## src/rtl/wdt3_pkg.sv

```systemverilog
package wdt3_pkg;
  localparam int NCH     = 3;
  localparam int CNT_W   = 16;
  localparam int ADDR_W  = 6;
  // register offsets inside a 16-byte block
  localparam logic [3:0] OFF_CNT  = 4'h0;
  localparam logic [3:0] OFF_LIM  = 4'h4;
  localparam logic [3:0] OFF_STS  = 4'h8;
  localparam logic [3:0] OFF_MASK = 4'h0;
  localparam logic [3:0] OFF_XSTS = 4'h4;
  localparam logic [1:0] BLK_SHARED = 2'd3;

  function automatic logic [CNT_W-1:0] swap_bytes(input logic [CNT_W-1:0] v);
    return {v[7:0], v[15:8]};
  endfunction
endpackage

```

## src/rtl/wdt_chan.sv

```systemverilog
module wdt_chan
  import wdt3_pkg::*;
(
  input  logic             clk,
  input  logic             rst_n,
  input  logic             tick_i,
  input  logic             load_i,
  input  logic [CNT_W-1:0] load_val_i,
  input  logic             reload_i,
  output logic [CNT_W-1:0] cnt_o,
  output logic [CNT_W-1:0] lim_o,
  output logic             run_o,
  output logic             exp_o,
  output logic             expire_o
);
  logic [CNT_W-1:0] cnt_q, cnt_d, lim_q, lim_d;
  logic             run_q, run_d, exp_q, exp_d;
  logic             hit;

  assign hit = tick_i && run_q && !load_i && !reload_i && (cnt_q <= CNT_W'(1));

  always_comb begin
    cnt_d = cnt_q;
    lim_d = lim_q;
    run_d = run_q;
    exp_d = exp_q;
    if (load_i) begin
      lim_d = load_val_i;
      cnt_d = load_val_i;
      run_d = 1'b1;
      exp_d = 1'b0;
    end else if (reload_i) begin
      cnt_d = lim_q;
    end else if (hit) begin
      cnt_d = '0;
      run_d = 1'b0;
      exp_d = 1'b1;
    end else if (tick_i && run_q) begin
      cnt_d = cnt_q - CNT_W'(1);
    end
  end

  always_ff @(posedge clk or negedge rst_n) begin
    if (!rst_n) begin
      cnt_q <= CNT_W'(1);
      lim_q <= CNT_W'(1);
      run_q <= 1'b0;
      exp_q <= 1'b0;
    end else begin
      cnt_q <= cnt_d;
      lim_q <= lim_d;
      run_q <= run_d;
      exp_q <= exp_d;
    end
  end

  assign cnt_o    = cnt_q;
  assign lim_o    = lim_q;
  assign run_o    = run_q;
  assign exp_o    = exp_q;
  assign expire_o = hit;


  run_exp_excl_chk: assert property (@(posedge clk) disable iff (!rst_n)
    !(run_q && exp_q));

  load_arms_chk: assert property (@(posedge clk) disable iff (!rst_n)
    load_i |=> (run_q && !exp_q && cnt_q == $past(load_val_i)));

  hold_no_tick_chk: assert property (@(posedge clk) disable iff (!rst_n)
    (!tick_i && !load_i && !reload_i) |=> $stable(cnt_q));

  reload_chk: assert property (@(posedge clk) disable iff (!rst_n)
    (reload_i && !load_i) |=> (cnt_q == $past(lim_q)));
endmodule

```

## src/rtl/wdt_pulse.sv

```systemverilog
module wdt_pulse #(
  parameter int LEN = 8
) (
  input  logic clk,
  input  logic rst_n,
  input  logic start_i,
  output logic pulse_o
);
  localparam int LW = $clog2(LEN + 1);
  logic [LW-1:0] cnt_q, cnt_d;

  always_comb begin
    cnt_d = cnt_q;
    if (start_i)
      cnt_d = LW'(LEN);
    else if (cnt_q != '0)
      cnt_d = cnt_q - LW'(1);
  end

  always_ff @(posedge clk or negedge rst_n) begin
    if (!rst_n) cnt_q <= '0;
    else        cnt_q <= cnt_d;
  end

  assign pulse_o = (cnt_q != '0);


  pulse_start_chk: assert property (@(posedge clk) disable iff (!rst_n)
    start_i |=> pulse_o);
endmodule

```

## src/rtl/wdt3_periph.sv

```systemverilog
module wdt3_periph
  import wdt3_pkg::*;
#(
  parameter int PULSE_LEN = 8
) (
  input  logic              clk,
  input  logic              rst_n,
  input  logic              tick_i,
  input  logic              bus_valid_i,
  input  logic              bus_write_i,
  input  logic              bus_half_i,
  input  logic [ADDR_W-1:0] bus_addr_i,
  input  logic [CNT_W-1:0]  bus_wdata_i,
  output logic              bus_rvalid_o,
  output logic [CNT_W-1:0]  bus_rdata_o,
  output logic              irq_o,
  output logic              cpu_rst_o,
  output logic              sys_rst_o
);
  logic [1:0]       blk;
  logic [3:0]       off;
  logic             wr_en, rd_en;
  logic [CNT_W-1:0] cnt_w [NCH];
  logic [CNT_W-1:0] lim_w [NCH];
  logic [NCH-1:0]   run_w, exp_w, expire_w;
  logic [NCH-1:0]   mask_q, mask_d;
  logic [CNT_W-1:0] rd_mux, rdata_q;
  logic             rvalid_q;
  logic [NCH-1:0]   pulse_w;

  assign blk   = bus_addr_i[5:4];
  assign off   = bus_addr_i[3:0];
  assign wr_en = bus_valid_i && bus_write_i;
  assign rd_en = bus_valid_i && !bus_write_i;

  for (genvar i = 0; i < NCH; i++) begin : g_ch
    logic ld, rl;
    assign ld = wr_en && bus_half_i && (blk == 2'(i)) && (off == OFF_LIM);
    assign rl = rd_en && (blk == 2'(i)) && (off == OFF_CNT);
    wdt_chan u_chan (
      .clk(clk), .rst_n(rst_n), .tick_i(tick_i),
      .load_i(ld), .load_val_i(swap_bytes(bus_wdata_i)), .reload_i(rl),
      .cnt_o(cnt_w[i]), .lim_o(lim_w[i]), .run_o(run_w[i]),
      .exp_o(exp_w[i]), .expire_o(expire_w[i])
    );
  end

  // reset pulse generators for channels 1 and 2
  assign pulse_w[0] = 1'b0;
  for (genvar i = 1; i < NCH; i++) begin : g_rst
    wdt_pulse #(.LEN(PULSE_LEN)) u_pulse (
      .clk(clk), .rst_n(rst_n),
      .start_i(expire_w[i] && !mask_q[i]),
      .pulse_o(pulse_w[i])
    );
  end

  always_comb begin
    mask_d = mask_q;
    if (wr_en && blk == BLK_SHARED && off == OFF_MASK)
      mask_d = bus_wdata_i[NCH-1:0];
  end

  always_comb begin
    rd_mux = '0;
    case (blk)
      BLK_SHARED: begin
        if (off == OFF_MASK)      rd_mux = CNT_W'(mask_q);
        else if (off == OFF_XSTS) rd_mux = CNT_W'(exp_w);
      end
      default: begin
        for (int i = 0; i < NCH; i++) begin
          if (blk == 2'(i)) begin
            if (off == OFF_CNT)      rd_mux = swap_bytes(cnt_w[i]);
            else if (off == OFF_LIM) rd_mux = swap_bytes(lim_w[i]);
            else if (off == OFF_STS) rd_mux = CNT_W'({exp_w[i], run_w[i]});
          end
        end
      end
    endcase
  end

  always_ff @(posedge clk or negedge rst_n) begin
    if (!rst_n) begin
      mask_q   <= '0;
      rdata_q  <= '0;
      rvalid_q <= 1'b0;
    end else begin
      mask_q   <= mask_d;
      rvalid_q <= rd_en;
      if (rd_en) rdata_q <= rd_mux;
    end
  end

  assign bus_rvalid_o = rvalid_q;
  assign bus_rdata_o  = rdata_q;
  assign irq_o        = exp_w[0] && !mask_q[0];
  assign cpu_rst_o    = pulse_w[1];
  assign sys_rst_o    = pulse_w[2];


  cpu_rst_cause_chk: assert property (@(posedge clk) disable iff (!rst_n)
    $rose(cpu_rst_o) |-> exp_w[1]);

  sys_rst_cause_chk: assert property (@(posedge clk) disable iff (!rst_n)
    $rose(sys_rst_o) |-> exp_w[2]);

  rvalid_timing_chk: assert property (@(posedge clk) disable iff (!rst_n)
    rd_en |=> bus_rvalid_o);
endmodule

```

## config.mk

```make
export PLATFORM = sky130hd
export DESIGN_NAME = wdt3_periph
export DESIGN_NICKNAME = d
export VERILOG_FILES = /design/src/rtl/wdt3_pkg.sv /design/src/rtl/wdt_chan.sv /design/src/rtl/wdt_pulse.sv /design/src/rtl/wdt3_periph.sv
export SDC_FILE = /design/constraint.sdc
export NUM_CORES = 1
export LEC_CHECK = 0
export BUFFER_PORTS_ARGS = -buffer_cell sky130_fd_sc_hd__buf_2
export CAP_MARGIN = 20
export CORE_MARGIN = 2
export CORE_UTILIZATION = 25
export DETAILED_ROUTE_END_ITERATION = 7
export PLACE_DENSITY = 0.48
export SYNTH_ARGS = -nofsm -noshare
export SYNTH_HDL_FRONTEND = slang
export SYNTH_HIERARCHICAL = 1
export SYNTH_SLANG_ARGS = --single-unit
```

## constraint.sdc

```tcl
create_clock -name clk -period 2.3 [get_ports clk]
set_clock_uncertainty 0.15 [all_clocks]
set_input_delay 0.575 -clock clk [delete_from_list [all_inputs] [get_ports clk]]
set_output_delay 0.575 -clock clk [all_outputs]
set_load 0.02 [all_outputs]
```

==> impl_metrics.csv <==
group,metric,value,unit
final_layout,nets,967,
worst_hold_path,timing.hold.worst.start,"bus_rdata_o[11]$_DFFE_PN0P_",
final_layout,n_antenna_cell,0,
global_routing,vias_in_the_first_global_route,6739,
final_layout,area_delta_synth_final,34.6,%
power_and_ir_drop,netSwitchingFraction,32.7,%
final_layout,nFillCells,3010,
cts,cts_buffers,17,
power_and_ir_drop,vdd_ir_drop_max,0.531,mV
detailed_routing,drt_pass1_iterations,5,
global_routing,gr-usage-met2,29.2,%
floorplan,die_x,177,um
detailed_routing,drt_drc_violations_left,0,
worst_setup_path,regToRegSetupSlack,0.01,ns
placement,place.gp.congestion,0.886,
cts,cts_tree,"built",
cts,clock-root-buffer,"sky130_fd_sc_hd__clkbuf_16",
worst_hold_path,hold_path_class,"flop to flop",
worst_setup_path,worst_r2r_path_cells,7,
synth,postSynthAreaPerCell,10.0,um^2
sta,final_critical_path_setup_slack,-0.000239,ns
worst_setup_path,timing_worst_setup_path_type,"flop to primary output",
global_routing,grt_max_degree,37,
sta,final-setup-viol-count,1,
cts,htree_levels,4,
detailed_routing,drtIter0Drc,608,
synth,cells_after_synthesis,743,
worst_setup_path,critical_path.max_fanout,4,
worst_setup_path,reg2reg_to,"g_rst[1].u_pulse/cnt_q[0]$_DFFE_PN0P_",
global_routing,wire_length_of_the_first_global_routing_pass,42000,um
synth,synthesis.nets,779,
floorplan,floorplan.rows,63,
final_layout,final_core_util,34.1,%
sta,clock.fmax,0.435,GHz
worst_setup_path,worstPathRequired,1.57,ns
sta,fin_tns_setup,-0.000239,ns
floorplan,placeableCoreArea,29500,um^2
global_routing,grt_met3_use,3.44,%
synth,synth.cell_area,7460,um^2
power_and_ir_drop,power.share.combinational,29.0,%
final_layout,mostFrequentLayoutCell,"sky130_fd_sc_hd__buf_4",
sta,post_layout_minimum_cycle_time,2.30,ns
placement,placement.io_buffers,47,
worst_setup_path,crit_path_end_kind,"primary output",
power_and_ir_drop,switching_component_of_the_power,2.73,mW
sta,worstMarginPinSlew,0.752,ns
sta,drv_slew,0,
power_and_ir_drop,cellInternalPower,5.62,mW
worst_setup_path,timing.critical_path.arrival,1.58,ns
placement,place.detailed.hpwl,21200,um
power_and_ir_drop,total_power,8.34,mW
worst_hold_path,min_delay_path_depth,1,
sta,grt_setup_unrepaired,"true",
global_routing,grt_antenna_before_repair,0,
global_routing,groute.layer.met1.usage,24.7,%
floorplan,io_count,48,
run_status,status,"finished with violations",
sta,max_slew_margin,49.7,%
run_status,failed_checks,"setup timing",
global_routing,overflow,0,
worst_setup_path,critical_path.startpoint,"g_rst[2].u_pulse/cnt_q[0]$_DFFE_PN0P_",
synth,yosys_warnings,6,
power_and_ir_drop,p_leak,4.46,nW
cts,clock_latency_of_the_later_clocked_register_in_the_worst_skew_pair,0.42,ns
cts,max-clock-path-buffers,2,
placement,post_placement_cell_count,1285,
detailed_routing,via_per_inst,5.06,
detailed_routing,routed-via-count,6750,
worst_setup_path,timing.rr.start,"g_ch[1].u_chan/cnt_o[2]$_DFFE_PN0P_",
worst_hold_path,worstHoldEndpoint,"bus_rdata_o[11]$_DFFE_PN0P_",
sta,finalHoldViolCount,0,
power_and_ir_drop,power-per-cell-area,831,nW/um^2
cts,worst_setup_hold_path_clk_slew,0.06,ns
worst_setup_path,worstSetupStartpointType,"flop",
global_routing,global_route_usage_over_all_layers,18.1,%
sta,timing.final.crit_share,100,%
cts,clock_sink_count,130,
detailed_routing,drt-wirelength-per-cell,20.7,um
final_layout,fraction_of_layout_cells_with_a_size_suffix_above_1,37.4,%
power_and_ir_drop,pwr-share-seq,36.4,%
global_routing,grt-busiest-layer,"met2",
floorplan,chip_height,177,um
final_layout,final-instance-count-excl-fill,1334,
floorplan,die_footprint,31200,um^2
job,max_cap_violations,0,
final_layout,layout_common_cells,"148 x sky130_fd_sc_hd__buf_4, 124 x sky130_fd_sc_hd__dfrtp_1, 68 x sky130_fd_sc_hd__nor2_1, 58 x sky130_fd_sc_hd__nand2_1, 44 x sky130_fd_sc_hd__buf_2",
power_and_ir_drop,share_clk_of_total_power,34.6,%
detailed_routing,number_of_routed_nets_with_antenna_violations,0,
floorplan,initial_cell_density_of_the_core,25.3,%
detailed_routing,wl,27700,um
-- worst max-delay path, stage by stage (launching register included) --
cell,delay [ns]
sky130_fd_sc_hd__dfrtp_1,0.39
sky130_fd_sc_hd__inv_2,0.07
sky130_fd_sc_hd__ha_4,0.14
sky130_fd_sc_hd__or3b_4,0.40
sky130_fd_sc_hd__buf_6,0.14
-- registers in the layout, indices dropped and copies added, names as in the netlist --
signal and flops:
g_ch.u_chan/cnt_o 48, g_ch.u_chan/lim_o 48, bus_rdata_o 16, g_rst.u_pulse/cnt_q 8
g_ch.u_chan/exp_o 3, g_ch.u_chan/run_o 3, mask_q 3, bus_rvalid_o 1
-- layer usage --
metal  vias to the layer above  part of all wire (%)
met5                         -                     0
met3                        25                   4.7
met4                         0                   1.7
met2                       150                    47
li1                       3181                     -
met1                      3394                    46
-- through the flow --
step	cell area, um^2	hold WS, ns	setup WS, ns
detailed placement	9190	0.316	-0.346
CTS	9920	0.347	-0.0257
finish	10000	0.347	-0.000239
global route	10000	0.340	-0.0459
floorplan	7630	0.129	-0.180
global placement	9190	0.314	-0.327
-- how the worst max path moves through the flow --
stage / slack (ns) / end / cells past startpoint
global route: -0.05 / sys_rst_o / 4
detailed placement: -0.35 / g_rst[1].u_pulse/cnt_q[3]$_DFFE_PN0P_ / 10
global placement: -0.33 / g_rst[1].u_pulse/cnt_q[3]$_DFFE_PN0P_ / 10
floorplan: -0.18 / g_ch[1].u_chan/cnt_o[6]$_DFFE_PN0P_ / 9
finish: -0.0002 / sys_rst_o / 4
CTS: -0.03 / sys_rst_o / 4
-- power groups by stage --
stage / registers (mW) / clock network [mW] / logic [mW]
after floorplan: 3.08 / 0 / 1.17
after global placement: 3.08 / 0 / 2.17
after detailed placement: 3.08 / 0 / 2.17
after CTS: 3.03 / 2.95 / 2.34
after global routing: 3.09 / 3.06 / 2.65
final: 3.04 / 2.89 / 2.42
-- area by class of cell --
cell class                 instances  area [um^2]  area share [%]
timing repair buffer             200         1460            14.5
multi-input combinational        543         4070            40.5
clock inverter                    12          154            1.53
inverter                          39          146            1.46
clock buffer                      20          467            4.65
tap                              390          488            4.86
sequential                       130         3260            32.5
-- repair_timing --
action | 4_1_cts | 5_1_grt
endpoints found under the setup margin | 10 | 20
hold buffers | 1 | 0
gates cloned | 0 | 0
pin swaps | 6 | 6
endpoints found under the hold margin | 18 | 0
buffers inserted | 6 | 10
resized for setup | 15 | 10
Power figures use the tool's default switching activity.
